===== src/rtl/pd_pkg.sv =====
package pd_pkg;
  typedef enum logic [1:0] {
    PD_RUN    = 2'b00,
    PD_HALTED = 2'b01,
    PD_HELD   = 2'b10
  } pd_state_e;
endpackage


===== src/rtl/pd_sync.sv =====
module pd_sync #(
  parameter int WIDTH  = 6,
  parameter int STAGES = 2
) (
  input  logic             clk,
  input  logic             rst,
  input  logic [WIDTH-1:0] d,
  output logic [WIDTH-1:0] q
);
  logic [WIDTH-1:0] stg [STAGES];

  always_ff @(posedge clk) begin
    if (rst) stg[0] <= '0;
    else     stg[0] <= d;
  end

  for (genvar s = 1; s < STAGES; s++) begin : g_stage
    always_ff @(posedge clk) begin
      if (rst) stg[s] <= '0;
      else     stg[s] <= stg[s-1];
    end
  end

  assign q = stg[STAGES-1];
endmodule


===== src/rtl/pd_wake_merge.sv =====
module pd_wake_merge #(
  parameter int WIDTH = 5
) (
  input  logic [WIDTH-1:0] lines,
  output logic             any
);
  assign any = |lines;
endmodule


===== src/rtl/pd_fsm.sv =====
module pd_fsm
  import pd_pkg::*;
(
  input  logic      clk,
  input  logic      rst,
  input  logic      halt_exec,
  input  logic      hold_s,
  input  logic      wake_any,
  output pd_state_e state,
  output logic      clk_en,
  output logic      grant
);
  pd_state_e nxt;

  always_comb begin
    nxt = state;
    unique case (state)
      PD_RUN: begin
        if (halt_exec)   nxt = PD_HALTED;
        else if (hold_s) nxt = PD_HELD;
      end
      PD_HALTED: if (wake_any) nxt = PD_RUN;
      PD_HELD:   if (!hold_s)  nxt = PD_RUN;
      default:   nxt = PD_RUN;
    endcase
  end

  always_ff @(posedge clk) begin
    if (rst) begin
      state  <= PD_RUN;
      clk_en <= 1'b1;
      grant  <= 1'b0;
    end else begin
      state  <= nxt;
      clk_en <= (nxt == PD_RUN);
      grant  <= hold_s;
    end
  end
endmodule


===== src/rtl/pd_ctrl.sv =====
module pd_ctrl
  import pd_pkg::*;
#(
  parameter int NUM_WAKE    = 5,
  parameter int SYNC_STAGES = 2
) (
  input  logic                clk,
  input  logic                rst,
  input  logic                halt_exec,
  input  logic                bus_req,
  input  logic [NUM_WAKE-1:0] wake_evt,
  output logic                core_clk_en,
  output logic [1:0]          pd_cause,
  output logic                bus_grant
);
  localparam int SYNC_W = NUM_WAKE + 1;

  logic [SYNC_W-1:0]   sync_q;
  logic                hold_s;
  logic [NUM_WAKE-1:0] wake_s;
  logic                wake_any;
  pd_state_e           state;

  pd_sync #(.WIDTH(SYNC_W), .STAGES(SYNC_STAGES)) u_sync (
    .clk (clk),
    .rst (rst),
    .d   ({bus_req, wake_evt}),
    .q   (sync_q)
  );

  assign hold_s = sync_q[SYNC_W-1];
  assign wake_s = sync_q[NUM_WAKE-1:0];

  pd_wake_merge #(.WIDTH(NUM_WAKE)) u_merge (
    .lines (wake_s),
    .any   (wake_any)
  );

  pd_fsm u_fsm (
    .clk       (clk),
    .rst       (rst),
    .halt_exec (halt_exec),
    .hold_s    (hold_s),
    .wake_any  (wake_any),
    .state     (state),
    .clk_en    (core_clk_en),
    .grant     (bus_grant)
  );

  assign pd_cause = state;
endmodule


===== config.mk =====
export PLATFORM = sky130hd
export DESIGN_NAME = pd_ctrl
export DESIGN_NICKNAME = d
export VERILOG_FILES = /design/src/rtl/pd_pkg.sv /design/src/rtl/pd_sync.sv /design/src/rtl/pd_wake_merge.sv /design/src/rtl/pd_fsm.sv /design/src/rtl/pd_ctrl.sv
export SDC_FILE = /design/constraint.sdc
export NUM_CORES = 1
export LEC_CHECK = 0
export ABC_AREA = 0
export BUFFER_PORTS_ARGS = -buffer_cell sky130_fd_sc_hd__clkbuf_2
export CAP_MARGIN = 20
export CORE_AREA = 10 10 47 49
export CTS_CLUSTER_DIAMETER = 50
export DETAILED_ROUTE_END_ITERATION = 16
export DIE_AREA = 0 0 57 59
export PLACE_DENSITY = 0.62
export SLEW_MARGIN = 10
export SYNTH_ARGS = -nofsm -noshare
export SYNTH_HDL_FRONTEND = slang
export SYNTH_SLANG_ARGS = --single-unit

===== constraint.sdc =====
create_clock -name clk -period 2.38 [get_ports clk]
set_clock_uncertainty 0.2 [all_clocks]
set_input_delay 0.476 -clock clk [delete_from_list [all_inputs] [get_ports clk]]
set_output_delay 0.476 -clock clk [all_outputs]
set_load 0.005 [all_outputs]

## Yosys cells after proc, flatten, opt, wreduce, memory -nomap -nowiden

Memory sizes are Yosys's and may differ from the RTL's.
Index checks and enable logic that the tools add are counted.

- Output and inout bits: 4
- Bits in writable memories: 12
- Word-level logic and storage cells: 21
- Input bits: 9
- Register bits: 4
- Bits in latches: 0
- Bits in read-only memories: 0
- Memories: 1

- Multiplexer cells: 10
- $add $sub $neg: 0
- Equality and inequality tests: 2
- Magnitude comparators: 0
- Shift-type cells: 0
- Divide/modulo/power cells: 0
- Multipliers: 0
- Reduce and logical (&&, ||, !) cells: 3
- Bitwise logic cells: 2

Memories:

| name | depth | bits a word | rd ports | clocked after Yosys merged registers in | write ports | RTL line | source |
|---|---|---|---|---|---|---|---|
| u_sync.stg | 2 | 6 | 2 | 0 | 2 | pd_sync.sv:10 | `logic [WIDTH-1:0] stg [STAGES];` |

Operators with widths:

| kind | number |
|---|---|
| $mux 6 | 2 |
| $mux 2 | 4 |
| $pmux 2 s3 | 1 |
| $reduce_or 5->1 | 1 |
| $logic_not 2->1 | 2 |
| $mux 1 | 3 |
| $eq 2x1->1 const B | 1 |
| $eq 2x2->1 const B | 1 |
| $or 1x1->1 | 2 |

## Longest topological paths before layout

- Word-level depth: 4
- Depth in mapped cells: 3
- Gate-level depth less buffers: 3

## By module

From an unflattened synthesis, not the netlist that was laid out.

- Cell total of the unflattened synthesis: 41
- Area total of the unflattened synthesis: 530.5 um2

By module, submodules not included:

| module | cells each | sequential area each (um2) | area an instance (um2) | instances |
|---|---|---|---|---|
| pd_sync | 25 | 240.2 | 366.6 | 1 |
| pd_fsm | 13 | 80.1 | 151.4 | 1 |
| pd_wake_merge | 3 | 0.0 | 12.5 | 1 |

## Least setup slack after synthesis

OpenSTA, ideal clock, no wires.

- Path type: input-to-reg
- Start point: input port rst
- End point: register u_fsm.clk_en
- Data arrival time: 0.907 ns
- Setup slack: 1.149 ns
- Buffers on the path: 0
- Data required time: 2.056 ns
- Setup time: 0.124 ns
- Cell stages on the path: 3
- Cell sequence: nor4_1 nand2_1 a21boi_0

RTL lines:

| what | RTL line | source |
|---|---|---|
| start: declaration | pd_ctrl.sv:8 | `input logic rst,` |
| end signal: assignment | pd_fsm.sv:35 | `clk_en <= (nxt == PD_RUN);` |
| end: declaration | pd_fsm.sv:10 | `output logic clk_en,` |

## Worst setup path after layout

- Start point: register u_fsm.state[0]
- End point: output port pd_cause[0]

RTL lines:

| what | RTL line | source |
|---|---|---|
| start: declaration | pd_fsm.sv:9 | `output pd_state_e state,` |
| start signal: assignment | pd_fsm.sv:34 | `state <= nxt;` |
| end: declaration | pd_ctrl.sv:13 | `output logic [1:0] pd_cause,` |

No word-level cell between the ends.

==> impl_metrics.yaml <==
critical_path:
  crit_slowest_cell: "dfxtp_1"
  cp_data_required_time_ns: 1.70
  path_cells: "clkbuf_2"
  cp_num_buf_inv: 1
  crit_fanout: 4
  cp.arrival_ns: 0.80
  worst_setup_path_start_kind: "flop"
  r2r_setup_slack_ns: 1.21
  worstSetupPathType: "reg -> out"
  endpoint_kind: "output pin"
  cpLargestDelayFamily: "flip-flops"
  cp_slowest_stage_delay_ns: 0.38
detailed_routing:
  dr.first_iter.drc_count: 1
  post-route-drc-count: 0
  antenna_left: 0
  dr.pass1.iters: 2
  avgRoutedWirePerCell_um: 9.986
  route.vias.total: 293
  via_per_inst: 4.186
  wl_um: 699
layout:
  final_cell_mix: "dfxtp_1 (16), clkbuf_2 (12), nor2b_1 (9)"
  n_antenna_cell: 0
  nFillCells: 141
  drive_above_1_share_pct: 29.63
  final_common_cell: "dfxtp_1"
  area_delta_synth_final_pct: 23.80
  final_nets: 64
  final_cells: 70
outcome:
  status: "completed"
power:
  peakVddDrop_mv: 0.4227
  power_density_nw_per_um2: 832.5
  leakage_nw: 0.2696
grt:
  grt_use_total_pct: 4.615
  grt_start_max_net_pins: 17
  grt_pass1_wl_mm: 1.200
  overflow: 0
  grt_pass1_vias: 277
  grt_antenna_before_repair: 0
logic_synthesis:
  synth_mux_area_share_pct: 0
  synth_top_family_by_area: "simple AND/OR/NAND/NOR gates"
  synth_cell_type_count: 12
  synth-adder-area-share_pct: 0
  yosysWarnings: 0
  syn_inst: 39
  syn_area_per_cell_um2: 12.00
  synth_xor_area_share_pct: 0
  yosysSeqAreaShare_pct: 68.45
  synth.net_count: 48
  syn_area_um2: 467.9
  yosysTopAreaCell: "dfxtp_1"
  synth_seq_cells: 16
  yosys.area.top_type_share_pct: 68.45
  synth_compound_area_share_pct: 3.209
  netlist_top_cells_area: "dfxtp_1 (68%), nor2b_1 (12%), and2b_1 (6.4%)"
  synth-simple-area-share_pct: 27.27
place:
  io_buffers: 12
  place_ws_ns: 0.8396
  post-place-cells: 66
  gp_congestion: 0.6199
  hpwl_um: 505.3
clock_tree:
  clk_latency_ns: 0.27
  root_buffer: "clkbuf_4"
  cts_max_path_buffers: 2
  numCtsBuffers: 3
  cts_max_level: 1
  cts_resized: 0
  cts.sinks: 16
  clk_pin_slew_ns: 0.08
  cts_setup_buffers: 0
  hold_buffers: 0
  cts_tree: "done"
hold_path:
  hold_path.class: "in -> reg"
sta:
  setup_slack_ns: 0.9070
  slew_violations: 0
  min_period_ns: 1.473
  setup_tns_ns: 0
  fmax_ghz: 0.6789
  rsz0062_at_grt: "no"
  slew_headroom_pct: 81.90
  finalHoldViolations: 0
  setup_viol: 0
  post-route-period-util_pct: 61.89
  worst_pin_slew_ns: 0.2715
floorplan:
  fp.dieW_um: 57
  die-area_um2: 3363
  ioPinCount: 13
  rows: 14
  coreArea_um2: 1401
  initial_core_util_pct: 33.39
  die_h_um: 59
run:
  cap_violations: 0
==> per-layer routing <==
layer | global-route usage [%] | share of wire [%] | up-vias
met3 | 5.365 | 14 | 0
met4 | 1.007 | 0 | 0
met5 | 0 | 0 | -
met2 | 6.357 | 41 | 13
li1 | - | - | 155
met1 | 4.485 | 45 | 125
==> cells in the mapped netlist (all sizes together) <==
library cell and n:
and2b 4, nor4 1, dfxtp 16, nor2b 9
and3 1, nor2 1, o31ai 1, nand2 1
nor4b 1, buf 1, nand2b 2, a21boi 1
==> registers in the layout (all words and copies together), names as in the netlist <==
register / count
u_fsm.grant: 1
u_fsm.state: 2
u_fsm.clk_en: 1
u_sync.stg: 12
==> through the flow <==
stage	util [%]	power, mW	hold WS, ns	area [µm²]
after floorplan	-	0.3070	0.2109	467.9
after global placement	38.75	0.3197	0.2130	543.0
after detailed placement	38.75	0.3208	0.2199	543.0
after CTS	41.34	0.4912	0.1944	579.3
after global routing	41.34	0.5142	0.1805	579.3
final	41.34	0.4823	0.2007	579.3
==> kinds of logic after synthesis <==
group / count (synthesis)
compound gates: 2
buf+inv: 1
flops: 16
simple gates: 20
==> final timing paths <==
| path | cells after the start | startpoint | endpoint |
|---|---|---|---|
| hold reg to reg | 1 | u_sync.stg[0][5]$_SDFF_PP0_ | u_sync.stg[1][5]$_SDFF_PP0_ |
| setup / recovery | 1 | u_fsm.state[0]$_SDFF_PP0_ | pd_cause[0] |
| setup reg to reg | 3 | u_fsm.state[0]$_SDFF_PP0_ | u_fsm.clk_en$_SDFF_PP1_ |
| hold / removal | 2 | wake_evt[1] | u_sync.stg[0][1]$_SDFF_PP0_ |
==> report_power, final <==
group,internal [mW],switching (mW)
clock network,0.0930,0.0756
registers,0.281,0.00446
logic,0.0166,0.0115
==> area by class of cell <==
type                    instances  area (µm²)  area share (%)
repair buffers                 12       60.06           10.37
flip-flops and latches         16       320.3           55.29
multi-input cells              22       142.6           24.62
well taps                      16       20.02           3.456
clock buffers                   4       36.28           6.263
(Power assumes the default switching activity.)
